`src/rtl/sos_pkg.sv`:
```
package sos_pkg;
  localparam int NPORT   = 5;
  localparam int SEL_W   = 3;
  localparam int INSTR_W = NPORT * SEL_W + 1;
  localparam int JUMP_BIT = INSTR_W - 1;

  typedef enum logic [SEL_W-1:0] {
    SRC_NONE  = 3'd0,
    SRC_NORTH = 3'd1,
    SRC_SOUTH = 3'd2,
    SRC_EAST  = 3'd3,
    SRC_WEST  = 3'd4,
    SRC_PROC  = 3'd5
  } src_sel_e;
endpackage

```
`src/rtl/sos_fifo.sv`:
```
module sos_fifo #(
  parameter int W     = 32,
  parameter int DEPTH = 4,
  localparam int PTR_W = (DEPTH > 1) ? $clog2(DEPTH) : 1,
  localparam int CNT_W = $clog2(DEPTH + 1)
) (
  input  logic             clk,
  input  logic             rst_n,
  input  logic             push_valid,
  output logic             push_ready,
  input  logic [W-1:0]     push_data,
  input  logic             pop,
  output logic [W-1:0]     head,
  output logic             nonempty,
  output logic [CNT_W-1:0] level
);
  logic [W-1:0]     store [DEPTH];
  logic [PTR_W-1:0] wr_ptr, rd_ptr;
  logic             do_push, do_pop;

  assign push_ready = (level != CNT_W'(DEPTH));
  assign nonempty   = (level != '0);
  assign do_push    = push_valid && push_ready;
  assign do_pop     = pop && nonempty;
  assign head       = store[rd_ptr];

  function automatic logic [PTR_W-1:0] bump(input logic [PTR_W-1:0] p);
    return (p == PTR_W'(DEPTH - 1)) ? '0 : p + 1'b1;
  endfunction

  always_ff @(posedge clk or negedge rst_n) begin
    if (!rst_n) begin
      wr_ptr <= '0;
      rd_ptr <= '0;
      level  <= '0;
    end else begin
      if (do_push) wr_ptr <= bump(wr_ptr);
      if (do_pop)  rd_ptr <= bump(rd_ptr);
      if (do_push && !do_pop)      level <= level + 1'b1;
      else if (do_pop && !do_push) level <= level - 1'b1;
    end
  end

  always_ff @(posedge clk) begin
    if (do_push) store[wr_ptr] <= push_data;
  end
endmodule

```
`src/rtl/sos_sequencer.sv`:
```
module sos_sequencer
  import sos_pkg::*;
#(
  parameter int PROG_DEPTH = 32,
  localparam int PC_W = $clog2(PROG_DEPTH)
) (
  input  logic               clk,
  input  logic               rst_n,
  input  logic               prog_we,
  input  logic [PC_W-1:0]    prog_addr,
  input  logic [INSTR_W-1:0] prog_data,
  input  logic               start,
  input  logic               step_done,
  output logic               running,
  output logic [PC_W-1:0]    pc,
  output logic [INSTR_W-1:0] instr
);
  logic [INSTR_W-1:0] prog_mem [PROG_DEPTH];
  logic               word_legal;

  always_comb begin
    word_legal = 1'b1;
    for (int k = 0; k < NPORT; k++) begin
      if (int'(prog_data[k*SEL_W +: SEL_W]) > NPORT) word_legal = 1'b0;
      if (int'(prog_data[k*SEL_W +: SEL_W]) == k + 1) word_legal = 1'b0;
    end
  end

  assign instr = prog_mem[pc];

  always_ff @(posedge clk or negedge rst_n) begin
    if (!rst_n) begin
      for (int i = 0; i < PROG_DEPTH; i++) prog_mem[i] <= '0;
    end else if (prog_we && word_legal && (int'(prog_addr) < PROG_DEPTH)) begin
      prog_mem[prog_addr] <= prog_data;
    end
  end

  always_ff @(posedge clk or negedge rst_n) begin
    if (!rst_n) begin
      running <= 1'b0;
      pc      <= '0;
    end else begin
      if (start) running <= 1'b1;
      if (running && step_done) begin
        if (instr[JUMP_BIT] || pc == PC_W'(PROG_DEPTH - 1)) pc <= '0;
        else                                                 pc <= pc + 1'b1;
      end
    end
  end
endmodule

```
`src/rtl/sos_crossbar.sv`:
```
module sos_crossbar
  import sos_pkg::*;
#(
  parameter int DATA_W = 32
) (
  input  logic                    running,
  input  logic [NPORT*SEL_W-1:0]  fields,
  input  logic [NPORT-1:0]        src_nonempty,
  input  logic [NPORT*DATA_W-1:0] src_data,
  input  logic [NPORT-1:0]        dst_ready,
  output logic [NPORT-1:0]        dst_valid,
  output logic [NPORT*DATA_W-1:0] dst_data,
  output logic [NPORT-1:0]        src_pop,
  output logic                    step_done
);
  logic [NPORT-1:0] need_src;
  logic [NPORT-1:0] dst_used;
  logic [NPORT-1:0] dst_blocked;
  logic             srcs_present;

  always_comb begin
    need_src = '0;
    dst_used = '0;
    dst_data = '0;
    for (int k = 0; k < NPORT; k++) begin
      for (int j = 0; j < NPORT; j++) begin
        if (int'(fields[k*SEL_W +: SEL_W]) == j + 1) begin
          need_src[j] = 1'b1;
          dst_used[k] = 1'b1;
          dst_data[k*DATA_W +: DATA_W] = src_data[j*DATA_W +: DATA_W];
        end
      end
    end
  end

  assign dst_blocked  = dst_used & ~dst_ready;
  assign srcs_present = ((need_src & ~src_nonempty) == '0);
  assign step_done    = running && srcs_present && (dst_blocked == '0);
  assign src_pop      = step_done ? need_src : '0;

  for (genvar k = 0; k < NPORT; k++) begin : g_dst
    logic [NPORT-1:0] peer_mask;
    assign peer_mask    = ~(NPORT'(1) << k);
    assign dst_valid[k] = running && dst_used[k] && srcs_present &&
                          ((dst_blocked & peer_mask) == '0);
  end
endmodule

```
`src/rtl/static_operand_switch.sv`:
```
module static_operand_switch
  import sos_pkg::*;
#(
  parameter int DATA_W     = 32,
  parameter int PROG_DEPTH = 32,
  parameter int FIFO_DEPTH = 4,
  localparam int PC_W  = $clog2(PROG_DEPTH),
  localparam int CNT_W = $clog2(FIFO_DEPTH + 1)
) (
  input  logic                    clk,
  input  logic                    rst_n,
  input  logic                    prog_we,
  input  logic [PC_W-1:0]         prog_addr,
  input  logic [INSTR_W-1:0]      prog_data,
  input  logic                    start,
  input  logic [NPORT-1:0]        in_valid,
  output logic [NPORT-1:0]        in_ready,
  input  logic [NPORT*DATA_W-1:0] in_data,
  output logic [NPORT-1:0]        out_valid,
  input  logic [NPORT-1:0]        out_ready,
  output logic [NPORT*DATA_W-1:0] out_data
);
  logic [NPORT*DATA_W-1:0] head_flat;
  logic [NPORT-1:0]        nonempty;
  logic [NPORT-1:0]        pop;
  logic [NPORT*CNT_W-1:0]  levels;
  logic                    running;
  logic                    step_done;
  logic [PC_W-1:0]         pc;
  logic [INSTR_W-1:0]      instr;

  for (genvar i = 0; i < NPORT; i++) begin : g_in
    sos_fifo #(.W(DATA_W), .DEPTH(FIFO_DEPTH)) u_fifo (
      .clk        (clk),
      .rst_n      (rst_n),
      .push_valid (in_valid[i]),
      .push_ready (in_ready[i]),
      .push_data  (in_data[i*DATA_W +: DATA_W]),
      .pop        (pop[i]),
      .head       (head_flat[i*DATA_W +: DATA_W]),
      .nonempty   (nonempty[i]),
      .level      (levels[i*CNT_W +: CNT_W])
    );
  end

  sos_sequencer #(.PROG_DEPTH(PROG_DEPTH)) u_seq (
    .clk       (clk),
    .rst_n     (rst_n),
    .prog_we   (prog_we),
    .prog_addr (prog_addr),
    .prog_data (prog_data),
    .start     (start),
    .step_done (step_done),
    .running   (running),
    .pc        (pc),
    .instr     (instr)
  );

  sos_crossbar #(.DATA_W(DATA_W)) u_xbar (
    .running      (running),
    .fields       (instr[NPORT*SEL_W-1:0]),
    .src_nonempty (nonempty),
    .src_data     (head_flat),
    .dst_ready    (out_ready),
    .dst_valid    (out_valid),
    .dst_data     (out_data),
    .src_pop      (pop),
    .step_done    (step_done)
  );
endmodule

```
`config.mk`:
```
export PLATFORM = sky130hd
export DESIGN_NAME = static_operand_switch
export DESIGN_NICKNAME = d
export VERILOG_FILES = /design/src/rtl/sos_pkg.sv /design/src/rtl/sos_fifo.sv /design/src/rtl/sos_sequencer.sv /design/src/rtl/sos_crossbar.sv /design/src/rtl/static_operand_switch.sv
export SDC_FILE = /design/constraint.sdc
export NUM_CORES = 2
export LEC_CHECK = 0
export ABC_CLOCK_PERIOD_IN_PS = 4700
export BUFFER_PORTS_ARGS = -buffer_cell sky130_fd_sc_hd__buf_4
export CAP_MARGIN = 20
export CORE_AREA = 2 2 339 341
export DETAILED_ROUTE_END_ITERATION = 16
export DIE_AREA = 0 0 341 343
export GPL_TIMING_DRIVEN = 0
export PLACE_DENSITY = 0.81
export SYNTH_ARGS = -nofsm -noshare
export SYNTH_HDL_FRONTEND = slang
export SYNTH_HIERARCHICAL = 1
export SYNTH_SLANG_ARGS = --single-unit
```
`constraint.sdc`:
```
create_clock -name clk -period 4.7 [get_ports clk]
set_input_delay 0.235 -clock clk [delete_from_list [all_inputs] [get_ports clk]]
set_output_delay 0.235 -clock clk [all_outputs]
set_load 0.005 [all_outputs]
```
==> impl_metrics.ini <==
[power_and_ir_drop]
p_leak_uw = 0.0272
ir_drop_mv = 0.328
powerDensity_nw_per_um2 = 547
total_power_uw = 37900

[yosys]
synthesis.nets = 3528
async_flop_share = 0.464
ys_seq_elements = 1193
synth_cells = 3296
ys_seq_area_frac = 0.588
syn_area_sq_um = 56200
synth_edf_count = 640
ys_warn_count = 6
synth-main-ff-cell = edfxtp_1
synth_cell_type_count = 74
avgSynthCellArea_sq_um = 17.1

[clock_network]
clock_latency_ps = 750
cts_buffer_depth = 3
cts_buffers = 118
htreeDepth = 3
clock-sinks = 1193
clk_pin_slew_ps = 60
cts_tree = done
root_buffer = clkbuf_16

[sta]
clock_skew_ps = 68.3
rsz0062_at_grt = yes
min_period_over_period = 1.09
fin_ws_ps = -416
hold_violations = 0
min_period_ps = 5120
timing.fmax_ghz = 0.195
worstMarginPinSlew_ps = 1130
finalMaxSlewViolations = 0
relSlewSlack = 0.249
setup_viol = 27
hold_ws_ps = 46.0

[grt]
grt_pass1_vias = 36600
grt_usage = 0.298
use_met1 = 0.395
grt_max_degree = 118
antenna_found_initial = 39
grt-ovfl-total = 0
busiest_layer = met2
grt_pass1_wl_um = 254000
met2_usage = 0.461
use_met3 = 0.0788

[floorplanning]
start_util = 0.496
core-area_sq_um = 113000
row_count = 124
fp.dieH_um = 343
die_w_um = 341
pin_count = 365
die_area_sq_um = 117000

[final_layout]
drive_gt1_frac = 0.508
multiInputGateArea_sq_um = 23000
stdcell_count = 5644
fin_area_sq_um = 69400
regArea_sq_um = 33100
area_growth_pct = 23.4
n_fill_cell = 7899
nets = 4249

[detailed_routing]
num_vias = 36500
drt_iter0_markers = 4733
drc = 0
firstDrtPassIters = 8
wire_per_inst_um = 31.5
via_per_inst = 6.46
antenna_left = 0
wl_um = 178000

[flow_run]
cap_violations = 0

[placed_design]
dp_hpwl_um = 122000
gp_congestion = 0.978
dp_cells = 5173
placed_cell_area_sq_um = 61000
io_buffers = 360

[worst_setup_path]
cp.required_ps = 4470
reg2reg_slack_ps = -400
rr_worst_depth = 16
crit_type = reg2out
r2r_start = u_seq/pc[0]
cp.arrival_ps = 4880
startpoint_type = register
cp_max_fo = 8
endpoint_kind = primary output
r2r_end = g_in[4].u_fifo/level[1]

[status]
violations = negative setup slack
outcome = complete, but fails checks

[hold_path]
hold_class = in2async
sequential cells by signal, indices dropped and copies added (netlist names):
signal              cells
g_in.u_fifo/store     640
g_in.u_fifo/rd_ptr     10
g_in.u_fifo/wr_ptr     10
u_seq/pc                5
u_seq/prog_mem        512
g_in.u_fifo/level      15
u_seq/running           1
stage by stage:
stage / TNS (ps) / utilization / setup slack [ps]
finish: -4920 / 0.612 / -416
global route: -6710 / 0.611 / -469
CTS: -3090 / 0.603 / -292
detailed placement: -41510 / 0.538 / -1740
global placement: -1449230 / 0.536 / -2600
floorplan: 0 / - / 238
how the worst max path moves through the flow:
stage	start	to	slack, ps	cells past startpoint
3_5_place_dp	u_seq/pc[1]	g_in[3].u_fifo/level[1]	-1740	16
3_3_place_gp	rst_n	g_in[4].u_fifo/rd_ptr[0]	-2600	1
4_1_cts	u_seq/pc[0]	out_valid[3]	-290	13
6_report	u_seq/pc[0]	out_valid[3]	-420	12
5_1_grt	u_seq/pc[0]	g_in[1].u_fifo/level[1]	-470	17
2_1_floorplan	u_seq/pc[1]	g_in[0].u_fifo/level[1]	240	16
cells by family (layout without fill, tap and decap cells):
group,Yosys count,count (layout),synth area share
muxes,1195,1195,0.300
DFF,1193,1193,0.588
AOI/OAI and AO/OA,366,366,0.0467
buffers and inverters,302,1121,0.0292
and+or+nand+nor,188,188,0.0249
adders and majority gates,37,37,0.00890
xor gates and xnor gates,15,15,0.00234
other,0,17,0
per-layer routing:
metal | vias to the layer above | share of wire
li1 | 14700 | -
met1 | 19000 | 0.37
met2 | 2237 | 0.46
met3 | 563 | 0.10
met4 | 40 | 0.059
met5 | - | 0.0013
cell usage in the layout (no fill, tap or decap), drive strengths merged, types with 10 or more instances in the layout:
cell,n
edfxtp,640
nor2,29
nor2b,13
diode,17
buf,587
inv,26
dfrtp,553
clkbuf,281
nand2b,12
ha,32
a22oi,162
nor3,32
mux2,715
mux4,314
nand2,26
clkinv,33
mux2i,166
xor2,10
nand3,13
o22ai,160
dlygate4sd3,179
and2,19
synth_stat cells, types with 18 or more instances:
cell type	number	area, sq um
a22oi_1	161	1210
o22ai_1	160	1000
mux4_2	298	6710
buf_1	22	82.6
edfxtp_1	640	19200
buf_6	19	214
buf_4	19	143
ha_1	32	400
and2_1	18	113
nand2_1	22	82.6
mux2_2	703	7920
mux2i_1	166	1660
nor2_1	29	109
buf_2	81	405
dfrtp_1	553	13800
inv_1	22	82.6
clkbuf_1	127	477
critical path, cell delays in order, from the launching register on:
cell	delay, ps
dfrtp_1	410
buf_6	160
buf_12	180
buf_12	160
mux4_2	560
mux4_2	540
mux2_4	330
nor3b_4	150
or4_4	530
a31oi_4	240
o211ai_1	280
nor4_4	400
buf_4	190
what timing repair did:
action | in CTS | in global routing
buffers inserted | 35 | 27
gates resized for setup | 350 | 205
cloned | 4 | 1
pin swaps | 36 | 39
hold endpoints to repair | 791 | 0
endpoints found under the setup margin | 195 | 153
hold buffers | 179 | 0
final cells by class:
class / instances / area share
clock buffer: 167 / 0.0482
clock inverter: 51 / 0.00797
inverter: 22 / 0.00119
buffer: 273 / 0.0308
multi-input combinational: 1801 / 0.331
timing repair buffer: 608 / 0.0762
sequential: 1193 / 0.477
antenna: 17 / 0.000613
tap: 1512 / 0.0273
where the power goes:
group,total [uW],switching [uW],internal (uW)
Clock,9450,4090,5360
Sequential,13200,552,12700
Combinational,15300,8670,6580
Total,37900,13300,24600
Note: power is estimated with default switching activity, not from simulation.
